--- src/rtl/pzm_pkg.sv ---
package pzm_pkg;

    localparam int IDX_W      = 6;
    localparam int COORD_W    = 16;
    localparam int FRAC_W     = 12;
    localparam int BASE_EXP   = 4;                      // step at level 0 is 2^-BASE_EXP
    localparam int LEVEL_MAX  = 8;
    localparam int PAN_EXP    = 3;                      // pan = 2^PAN_EXP pixel steps
    localparam int LEVEL_W    = $clog2(LEVEL_MAX + 1);
    localparam int BASE_SHIFT = FRAC_W - BASE_EXP;
    localparam int HALF_GRID  = 1 << (IDX_W - 1);

    typedef logic signed [COORD_W-1:0] coord_t;
    typedef logic        [LEVEL_W-1:0] level_t;
    typedef logic        [IDX_W-1:0]   pix_t;

    typedef struct packed {
        coord_t ox;
        coord_t oy;
        level_t lvl;
    } view_t;

    function automatic coord_t step_of(level_t l);
        return coord_t'(1) <<< (BASE_SHIFT - int'(l));
    endfunction

    function automatic coord_t pan_of(level_t l);
        return step_of(l) <<< PAN_EXP;
    endfunction

    function automatic coord_t centered(pix_t idx);
        return coord_t'({{(COORD_W-IDX_W){1'b0}}, idx}) - coord_t'(HALF_GRID);
    endfunction

    function automatic coord_t map_axis(coord_t origin, pix_t idx, level_t l);
        return origin + (centered(idx) <<< (BASE_SHIFT - int'(l)));
    endfunction

endpackage

--- src/rtl/pzm_view_state.sv ---
module pzm_view_state
    import pzm_pkg::*;
(
    input  logic  clk,
    input  logic  rst,
    input  logic  pan_up,
    input  logic  pan_down,
    input  logic  pan_left,
    input  logic  pan_right,
    input  logic  zoom_in,
    input  logic  zoom_out,
    output view_t view_o
);

    view_t  cur;
    view_t  nxt;
    coord_t pan;

    assign pan = pan_of(cur.lvl);

    always_comb begin
        nxt = cur;
        if (pan_right && !pan_left)
            nxt.ox = cur.ox + pan;
        else if (pan_left && !pan_right)
            nxt.ox = cur.ox - pan;

        if (pan_up && !pan_down)
            nxt.oy = cur.oy + pan;
        else if (pan_down && !pan_up)
            nxt.oy = cur.oy - pan;

        if (zoom_in && !zoom_out && (cur.lvl < level_t'(LEVEL_MAX)))
            nxt.lvl = cur.lvl + level_t'(1);
        else if (zoom_out && !zoom_in && (cur.lvl != '0))
            nxt.lvl = cur.lvl - level_t'(1);
    end

    always_ff @(posedge clk) begin
        if (rst)
            cur <= '0;
        else
            cur <= nxt;
    end

    assign view_o = cur;

endmodule

--- src/rtl/pzm_axis_map.sv ---
module pzm_axis_map
    import pzm_pkg::*;
(
    input  logic   clk,
    input  logic   rst,
    input  coord_t origin,
    input  pix_t   idx,
    input  level_t lvl,
    output coord_t coord_o
);

    always_ff @(posedge clk) begin
        if (rst)
            coord_o <= '0;
        else
            coord_o <= map_axis(origin, idx, lvl);
    end

endmodule

--- src/rtl/pan_zoom_mapper.sv ---
module pan_zoom_mapper
    import pzm_pkg::*;
(
    input  logic               clk,
    input  logic               rst,
    input  logic [IDX_W-1:0]   pix_x,
    input  logic [IDX_W-1:0]   pix_y,
    input  logic               pan_up,
    input  logic               pan_down,
    input  logic               pan_left,
    input  logic               pan_right,
    input  logic               zoom_in,
    input  logic               zoom_out,
    output logic [COORD_W-1:0] re_out,
    output logic [COORD_W-1:0] im_out
);

    localparam int AXES = 2;

    view_t  view_q;
    coord_t org [AXES];
    pix_t   idx [AXES];
    coord_t res [AXES];

    pzm_view_state u_view (
        .clk       (clk),
        .rst       (rst),
        .pan_up    (pan_up),
        .pan_down  (pan_down),
        .pan_left  (pan_left),
        .pan_right (pan_right),
        .zoom_in   (zoom_in),
        .zoom_out  (zoom_out),
        .view_o    (view_q)
    );

    assign org[0] = view_q.ox;
    assign org[1] = view_q.oy;
    assign idx[0] = pix_x;
    assign idx[1] = pix_y;

    for (genvar a = 0; a < AXES; a++) begin : g_axis
        pzm_axis_map u_map (
            .clk     (clk),
            .rst     (rst),
            .origin  (org[a]),
            .idx     (idx[a]),
            .lvl     (view_q.lvl),
            .coord_o (res[a])
        );
    end

    assign re_out = res[0];
    assign im_out = res[1];

endmodule

--- config.mk ---
export PLATFORM = sky130hd
export DESIGN_NAME = pan_zoom_mapper
export DESIGN_NICKNAME = d
export VERILOG_FILES = /design/src/rtl/pzm_pkg.sv /design/src/rtl/pzm_view_state.sv /design/src/rtl/pzm_axis_map.sv /design/src/rtl/pan_zoom_mapper.sv
export SDC_FILE = /design/constraint.sdc
export NUM_CORES = 1
export LEC_CHECK = 0
export CORE_ASPECT_RATIO = 0.7
export CORE_UTILIZATION = 40
export CTS_CLUSTER_DIAMETER = 200
export CTS_CLUSTER_SIZE = 12
export DETAILED_ROUTE_END_ITERATION = 8
export RECOVER_POWER = 50
export SETUP_SLACK_MARGIN = 0.1
export SKIP_LAST_GASP = 1
export SYNTH_ARGS = -nofsm -noshare
export SYNTH_HDL_FRONTEND = slang
export SYNTH_HIERARCHICAL = 1
export SYNTH_SLANG_ARGS = --single-unit
--- constraint.sdc ---
create_clock -name clk -period 7.11 [get_ports clk]
set_input_delay 1.7775 -clock clk [delete_from_list [all_inputs] [get_ports clk]]
set_output_delay 1.7775 -clock clk [all_outputs]
set_load 0.005 [all_outputs]
### Word level (Yosys, flattened, before mapping)

Cells that the tools add are included.

| word-level totals | value |
|---|---|
| word-level logic and storage cells | 44 |
| register bits after elaboration | 68 |

| operators by class | value |
|---|---|
| add/sub/neg operators | 11 |
| reductions and logical operators | 18 |
| shifts and indexed selects | 3 |
| mux-type cells | 6 |
| $lt $le $gt $ge | 1 |

Operators by type and width:

| operator | count |
|---|---|
| $add A16 B16 Y16 | 4 |
| $mux W16 | 4 |
| $sshl A16 B32 Y16 | 2 |
| $sshl A2 B32 Y13 const A | 1 |
| $sub A16 B16 Y16 | 2 |
| $sub A6 B6 Y7 const B | 2 |
| $logic_and A1 B1 Y1 | 8 |
| $mux W4 | 2 |
| $logic_not A1 Y1 | 6 |
| $reduce_bool A2 Y1 | 3 |
| $sub A4 B4 Y5 const A | 1 |
| $add A4 B1 Y4 const B | 1 |
| $lt A4 B4 Y1 const B | 1 |
| $reduce_bool A4 Y1 | 1 |
| $sub A4 B1 Y4 const B | 1 |

### Longest topological paths before layout

Gate-level depths: netlist of run 1.

| logic depth | value |
|---|---|
| word-level depth | 5 |
| mapped depth | 23 |
| depth with buffers taken out | 20 |

### Modules after synthesis

Netlist of run 1, hierarchy kept.

By module, submodules not included:

| module | sequential area each (µm²) | cells each | area each (µm²) | instances |
|---|---|---|---|---|
| pzm_axis_map | 320.3 | 215 | 1641.6 | 2 |
| pzm_view_state | 600.6 | 392 | 2976.6 | 1 |

### Least setup slack after synthesis of run 1

Ideal clock, no wire load.

| path | value |
|---|---|
| path type | register to register |
| from | register u_view.cur (netlist bit u_view/view_o[0]) |
| to | register u_view.cur (netlist bit u_view/view_o[35]) |
| setup time | 0.121 ns |
| arrival | 4.484 ns |
| path buffers | 3 |
| setup slack | 2.505 ns |
| stages on the path, launching flop included | 23 |
| path through | dfxtp_1 -> clkbuf_1 -> inv_1 -> ha_1 -> buf_2 -> clkbuf_1 -> and2b_1 -> a22oi_1 -> nor3_1 -> inv_1 -> ha_1 -> inv_1 -> a41oi_2 -> o31a_1 -> nor2_1 -> xnor2_1 -> ha_1 -> nand2_1 -> o21ai_0 -> o41ai_1 -> nor2_1 -> mux2_1 -> mux2_4 |

| on the way | value |
|---|---|
| longest elaborated chain between the ends | 5 |
| elaborated cells between the ends (all ways) | 6 |
| those cells by class | add/sub: 3; shift: 1; mux: 2 |

RTL lines:

| element | RTL line | source |
|---|---|---|
| start: declaration | pzm_view_state.sv:15 | `view_t cur;` |
| start signal: assignment | pzm_view_state.sv:43 | `cur <= nxt;` |
| $sub A4 B4 Y5 (*) | pzm_pkg.sv:24 | `return coord_t'(1) <<< (BASE_SHIFT - int'(l));` |
| $sshl A2 B32 Y13 (*) | pzm_pkg.sv:24 |  |
| $sub A16 B16 Y16 | pzm_view_state.sv:26 | `nxt.ox = cur.ox - pan;` |
| $mux W16 | pzm_view_state.sv:25 | `else if (pan_left && !pan_right)` |
| $mux W16 (*) | pzm_view_state.sv:23 | `if (pan_right && !pan_left)` |

Every way passes the cells marked *; elsewhere a longest branch is shown, timed or not. The select of a mux whose other input is x is not followed.
A chain may end at the register's enable or synchronous reset.

### Final worst setup path of run 1

| path | value |
|---|---|
| from | input port pan_down |
| to | register u_view.cur (netlist bit u_view/view_o[19]) |

| on the way | value |
|---|---|
| longest elaborated chain between the ends | 3 |
| elaborated cells between the ends (all ways) | 5 |
| those cells by class | mux: 1; reduce/logical: 4 |

RTL lines:

| element | RTL line | source |
|---|---|---|
| start: declaration | pan_zoom_mapper.sv:9 | `input logic pan_down,` |
| $logic_not A1 Y1 | pzm_view_state.sv:28 | `if (pan_up && !pan_down)` |
| $logic_and A1 B1 Y1 | pzm_view_state.sv:28 |  |
| $mux W16 / $reduce_bool A2 Y1 (equally long branches) | -- |  |

Parallel ways exist; a longest one is shown, timed or not.

==> metrics.cfg, run 1 <==
[status]
status = completed

[die]
fp.dieW_um = 151.5
core_area_um2 = 15000
die_height_um = 106.7
pin_count = 52
start_util_pct = 41.73
dieArea_um2 = 16160
placementRows = 37

[synth]
synth_area_um2 = 6260
synth_cell_types = 66
async_flop_share_pct = 0
synth-edff-count = 0
syn_area_per_cell_um2 = 7.615
ys.warnings.count = 6
yosys-top-cells-area = dfxtp_1 20%, ha_1 13%, nor2_1 7.3%, a21oi_1 6.2%, xnor2_1 3.9%
synth_flop_cell = dfxtp_1
netlist.area_leader.share_pct = 19.83
ys_ff_latch = 62
ys_seq_area_share_pct = 19.83
synth_common_cells = 122 x nor2_1, 77 x a21oi_1, 64 x ha_1
yosysMostFrequentCell = nor2_1
yosys.area.top_type = dfxtp_1
synthCells = 822

[setup_path]
cp_common_cell = a21oi_1
reg2reg_from = u_view/view_o[0]$_SDFFE_PP0P_
cp_cell_sequence = dlygate4sd3_1 -> inv_1 -> ha_1 -> mux2_2 -> fa_1 -> a21oi_1 -> nand4b_1 -> a21oi_1 -> o41ai_1 -> nor2_1 -> mux2_1 -> mux2_4
rr_worst_depth = 16
crit_arrival_ns = 5.30
timing.rr.end = u_view/view_o[35]$_SDFFE_PP0P_
slowest_stage = dlygate4sd3_1
cp.required_ns = 7.34
cp.depth = 12
crit_path_end_kind = flip-flop
r2r_setup_slack_ns = 2.29
path_buf_inv = 2
slowest_delay_ns = 0.53
start_kind = input port
crit_family = multiplexers
cp_max_fo = 17
criticalPathCategory = input port to flip-flop

[routing]
wirelength_um = 15860
viasPerCell = 5.536
ant_nets = 0
firstDrtPassIters = 5
vias = 5824
drt-initial-drc-count = 396
drc = 0
avgRoutedWirePerCell_um = 15.08

[run]
maxCapViolations = 0

[cts]
cts_resized = 0
postCtsHoldBufs = 0
clockBufferDepth = 2
clock_sinks = 62
cts_buffers = 9
clk_pin_slew_ns = 0.06
clk_latency_ns = 0.34
cts_tree = done
cts-root-buf = clkbuf_16
cts_max_level = 3
post_cts_buffers = 0

[sta]
finalClockSkew_ns = 0.007091
slew_violations = 0
maxSlewHeadroom_pct = 46.08
tightest_slew_ns = 0.8088
fin_tns_setup_ns = 0
fin_crit_ns = 5.073
grt_setup_unrepaired = false
post-route-period-util_pct = 71.35
final_hold_viol_count = 0
setup_viol = 0
clock.fmax_mhz = 197.1

[finish]
nNetsFinal = 941
area_growth_pct = 14.21
insertedDiodeCount = 0
drive_gt1_share_pct = 5.484
nFillCells = 1516
multi_input_area_um2 = 4723
seqCellArea_um2 = 1242

[grt]
overflow = 0
antenna_found_initial = 0
grt_max_degree = 47
grt_pass1_wl_um = 25880
grt_use_total_pct = 20.38
grt_pass1_vias = 5062

[min_path]
hold_start = u_view/view_o[17]$_SDFFE_PP0P_
min_path_type = flip-flop to flip-flop
whs_endpoint = u_view/view_o[17]$_SDFFE_PP0P_
holdPathStages = 2

[placement]
gp_congestion = 0.9480
numPortBuffers = 51
dpl.hpwl_um = 12250

==> layout make-up <==
type                       count  share of cell area [%]
clock buffer                   9                   3.150
clock inverter                 7                   1.033
inverter                      26                   1.365
multi-input combinational    697                   66.07
sequential                    62                   17.38
tap                          195                   3.413
timing repair buffer          56                   7.595
==> cell families (layout without fill, tap and decap cells) <==
logic type      count (synthesis)  after routing  synth area share [%]
xor+xnor                       51             51                 7.136
fa+ha+maj                      69             69                 14.39
flops                          62             62                 19.83
mux                            32             32                 6.196
simple gates                  308            308                 23.63
buf+inv                        68             98                 5.017
compound gates                231            231                 23.75
other cells                     1              6               0.05991
==> state kept, by name (all words and copies together), names as in the netlist <==
| register | flops |
|---|---|
| g_axis.u_map/coord_o | 32 |
| u_view/view_o | 30 |
==> tightest hold or removal path, delay by kind of cell (launching register included) <==
| kind | cells | cell delay (ns) |
|---|---|---|
| flip-flops | 1 | 0.33 |
| AND/OR/NAND/NOR | 1 | 0.07 |
| AO/OA/AOI/OAI | 1 | 0.05 |
==> per-stage QoR <==
step / worst slack, ns / area [µm²] / util [%] / hold slack (ns) / instances
global route: 1.840 / 7149 / 47.66 / 0.5179 / 1052
global placement: 1.851 / 6850 / 45.67 / 0.4829 / 1036
finish: 2.037 / 7149 / 47.66 / 0.4987 / 1052
floorplan: 2.505 / 6279 / - / 0.4626 / 827
detailed placement: 1.835 / 6850 / 45.67 / 0.4866 / 1036
CTS: 2.173 / 7149 / 47.66 / 0.4983 / 1052
==> metal layers <==
metal  vias to the layer above  global-route usage [%]  wire length, µm
met3                        11                   4.128              950
met1                      2628                   32.80             8898
met4                         0                   4.950              145
met5                         -                       0                0
li1                       3029                       -                -
met2                       156                   26.42             5864
==> how the worst max path moves through the flow <==
stage	endpoint	from
2_1_floorplan	u_view/view_o[35]$_SDFFE_PP0P_	u_view/view_o[0]$_SDFFE_PP0P_
4_1_cts	u_view/view_o[19]$_SDFFE_PP0P_	pan_up
6_report	u_view/view_o[19]$_SDFFE_PP0P_	pan_down
3_5_place_dp	u_view/view_o[19]$_SDFFE_PP0P_	pan_up
3_3_place_gp	u_view/view_o[19]$_SDFFE_PP0P_	pan_up
5_1_grt	u_view/view_o[19]$_SDFFE_PP0P_	pan_down
==> placed cells by master, fill, tap and decap left out, drive strengths merged, types with 5 or more instances in the layout <==
cell type,count
nor2,122
a21oi,79
ha,64
dfxtp,62
nand2,60
o21ai,50
dlygate4sd3,37
nor3,33
xnor2,28
inv,27
a21o,26
xor2,23
mux2i,20
nor2b,19
a211oi,15
nand2b,13
clkdlybuf4s50,13
nand3,12
o21a,10
clkbuf,9
nand4,9
o22ai,8
mux2,8
or3,7
o31ai,6
conb,6
buf,6
fa,5
Power of run 1 is not shown: default switching activity piles up to over one toggle a cycle in this logic, so the estimate is an artifact.
==> run 2, diff against run 1 <==
- clock period: 7.11 -> 4.15 ns (I/O delays scaled with it)
==> metrics.cfg, run 2 (synthesis gave the netlist of run 1 again) <==
[grt]
busiest_layer = met1  ; unchanged
grt_max_degree = 46  ; was 47
grt_use_met3_pct = 3.489  ; was 4.128%
grt_pass1_vias = 5225  ; was 5,062
met2_usage_pct = 24.62  ; was 26.42%
antenna_found_initial = 0  ; unchanged
overflow = 0  ; unchanged
grt_pass1_wl_um = 26460  ; was 25,880 µm
met1_usage_pct = 35.69  ; was 32.80%
grt_use_total_pct = 20.87  ; was 20.38%

[sta]
final_hold_viol_count = 0  ; unchanged
post-route-period-util_pct = 95.28
grt_setup_unrepaired = true  ; was false
tightest_slew_ns = 1.043  ; was 0.8088 ns
clock.fmax_mhz = 252.9
finalClockSkew_ns = 0.004268  ; was 0.007091 ns
slew_violations = 0  ; unchanged
maxSlewHeadroom_pct = 30.49  ; was 46.08%
fin_tns_setup_ns = 0  ; unchanged
setup_viol = 0  ; unchanged
fin_crit_ns = 3.954

[placement]
dpl.hpwl_um = 12460  ; was 12,250 µm
gp_congestion = 0.9237  ; was 0.9480
numPortBuffers = 51  ; unchanged

[die]
placementRows = 37  ; unchanged
pin_count = 52  ; unchanged
start_util_pct = 41.73  ; unchanged
dieArea_um2 = 16160  ; unchanged
die_height_um = 106.7  ; unchanged
core_area_um2 = 15000  ; unchanged
fp.dieW_um = 151.5  ; unchanged

[cts]
cts_buffers = 9  ; unchanged
clock_sinks = 62  ; unchanged
clk_pin_slew_ns = 0.05  ; was 0.06 ns
clockBufferDepth = 2  ; unchanged
cts-root-buf = clkbuf_16  ; unchanged
clk_latency_ns = 0.34  ; about the same
cts_max_level = 3  ; unchanged
postCtsHoldBufs = 0  ; unchanged
cts_tree = done  ; unchanged

[routing]
wirelength_um = 15890  ; was 15,860 µm
avgRoutedWirePerCell_um = 14.31  ; was 15.08 µm
firstDrtPassIters = 5  ; unchanged
vias = 6076  ; was 5,824
viasPerCell = 5.474  ; was 5.536
drc = 0  ; unchanged
ant_nets = 0  ; unchanged
drt-initial-drc-count = 339  ; was 396

[setup_path]
cp.required_ns = 4.38  ; was 7.34 ns
criticalPathCategory = input port to flip-flop  ; unchanged
start_kind = input port  ; unchanged
crit_arrival_ns = 4.18  ; was 5.30 ns
crit_path_end_kind = flip-flop  ; unchanged
cp_max_fo = 3  ; was 17

[finish]
final_cell_mix = 121 x nor2_1, 74 x a21oi_1, 63 x ha_1  ; was 122 x nor2_1, 77 x a21oi_1, 64 x ha_1
final_common_cell = nor2_1  ; unchanged
largest-register = g_axis.u_map/coord_o  ; unchanged
area_growth_pct = 22.45  ; was 14.21%
drive_gt1_share_pct = 13.33  ; was 5.484%
insertedDiodeCount = 0  ; unchanged
largest_register_ffs = 32  ; unchanged
nNetsFinal = 1000  ; was 941

[min_path]
min_path_type = flip-flop to flip-flop  ; unchanged

[run]
maxCapViolations = 0  ; unchanged

[status]
status = completed  ; unchanged

-- run 2: cell count changes in the layout (fill, tap and decap cells not counted), sizes merged --
cell           previous run  this run
clkbuf                    9        15
clkinvlp                  4         0
dlygate4sd3              37        35
inv                      27        26
bufinv                    1         0
buf                       6        64
clkdlybuf4s50            13        15
-- run 2: path summary, 6_finish.rpt --
path,slack (ns),endpoint,start,cells past startpoint
setup / recovery,0.20,u_view/view_o[19]$_SDFFE_PP0P_,pan_down,12
setup reg to reg,0.25,u_view/view_o[35]$_SDFFE_PP0P_,u_view/view_o[0]$_SDFFE_PP0P_,20
hold reg to reg,0.50,u_view/view_o[17]$_SDFFE_PP0P_,u_view/view_o[17]$_SDFFE_PP0P_,2
hold / removal,0.50,u_view/view_o[17]$_SDFFE_PP0P_,u_view/view_o[17]$_SDFFE_PP0P_,2
-- run 2: worst max-delay path: stages --
cell and delay [ns]:
dlygate4sd3_1 0.54, inv_1 0.06, ha_1 0.27, mux2_2 0.39
fa_1 0.42, a21oi_1 0.19, nand4b_1 0.20, a21oi_1 0.16
o41ai_2 0.27, nor2_1 0.07, mux2_4 0.30, mux2_4 0.29
-- run 2: metal layers --
metal	vias to the layer above	share of wire [%]
met3	12	7.1
met2	189	35
met1	2748	57
met4	0	1.1
met5	-	0
li1	3127	-
-- run 2: layout make-up --
type	count	area, µm²
Fill cell	1513	7335
Multi-Input combinational cell	697	4818
Sequential cell	62	1246
Timing Repair Buffer	115	989.7
Clock buffer	14	264.0
Tap cell	195	244.0
Inverter	26	97.59
Clock inverter	1	5.005
-- run 2: what timing repair did --
action / in CTS / in global routing
resized for setup: 0 / 16
setup endpoints to repair: 0 / 15
buffers inserted: 0 / 3
-- run 2: metrics by stage --
step	worst slack, ns	instance area (µm²)	hold WS, ns	cells	util, %
after floorplan	0.1044	6352	0.4626	827	-
after global placement	0.02269	7317	0.4856	1092	48.78
after detailed placement	-0.09764	7317	0.4874	1092	48.78
after CTS	0.1479	7586	0.4961	1107	50.58
after global routing	0.03245	7665	0.5302	1110	51.10
final	0.1959	7665	0.4990	1110	51.10
Power of run 2 is left out for the same reason.
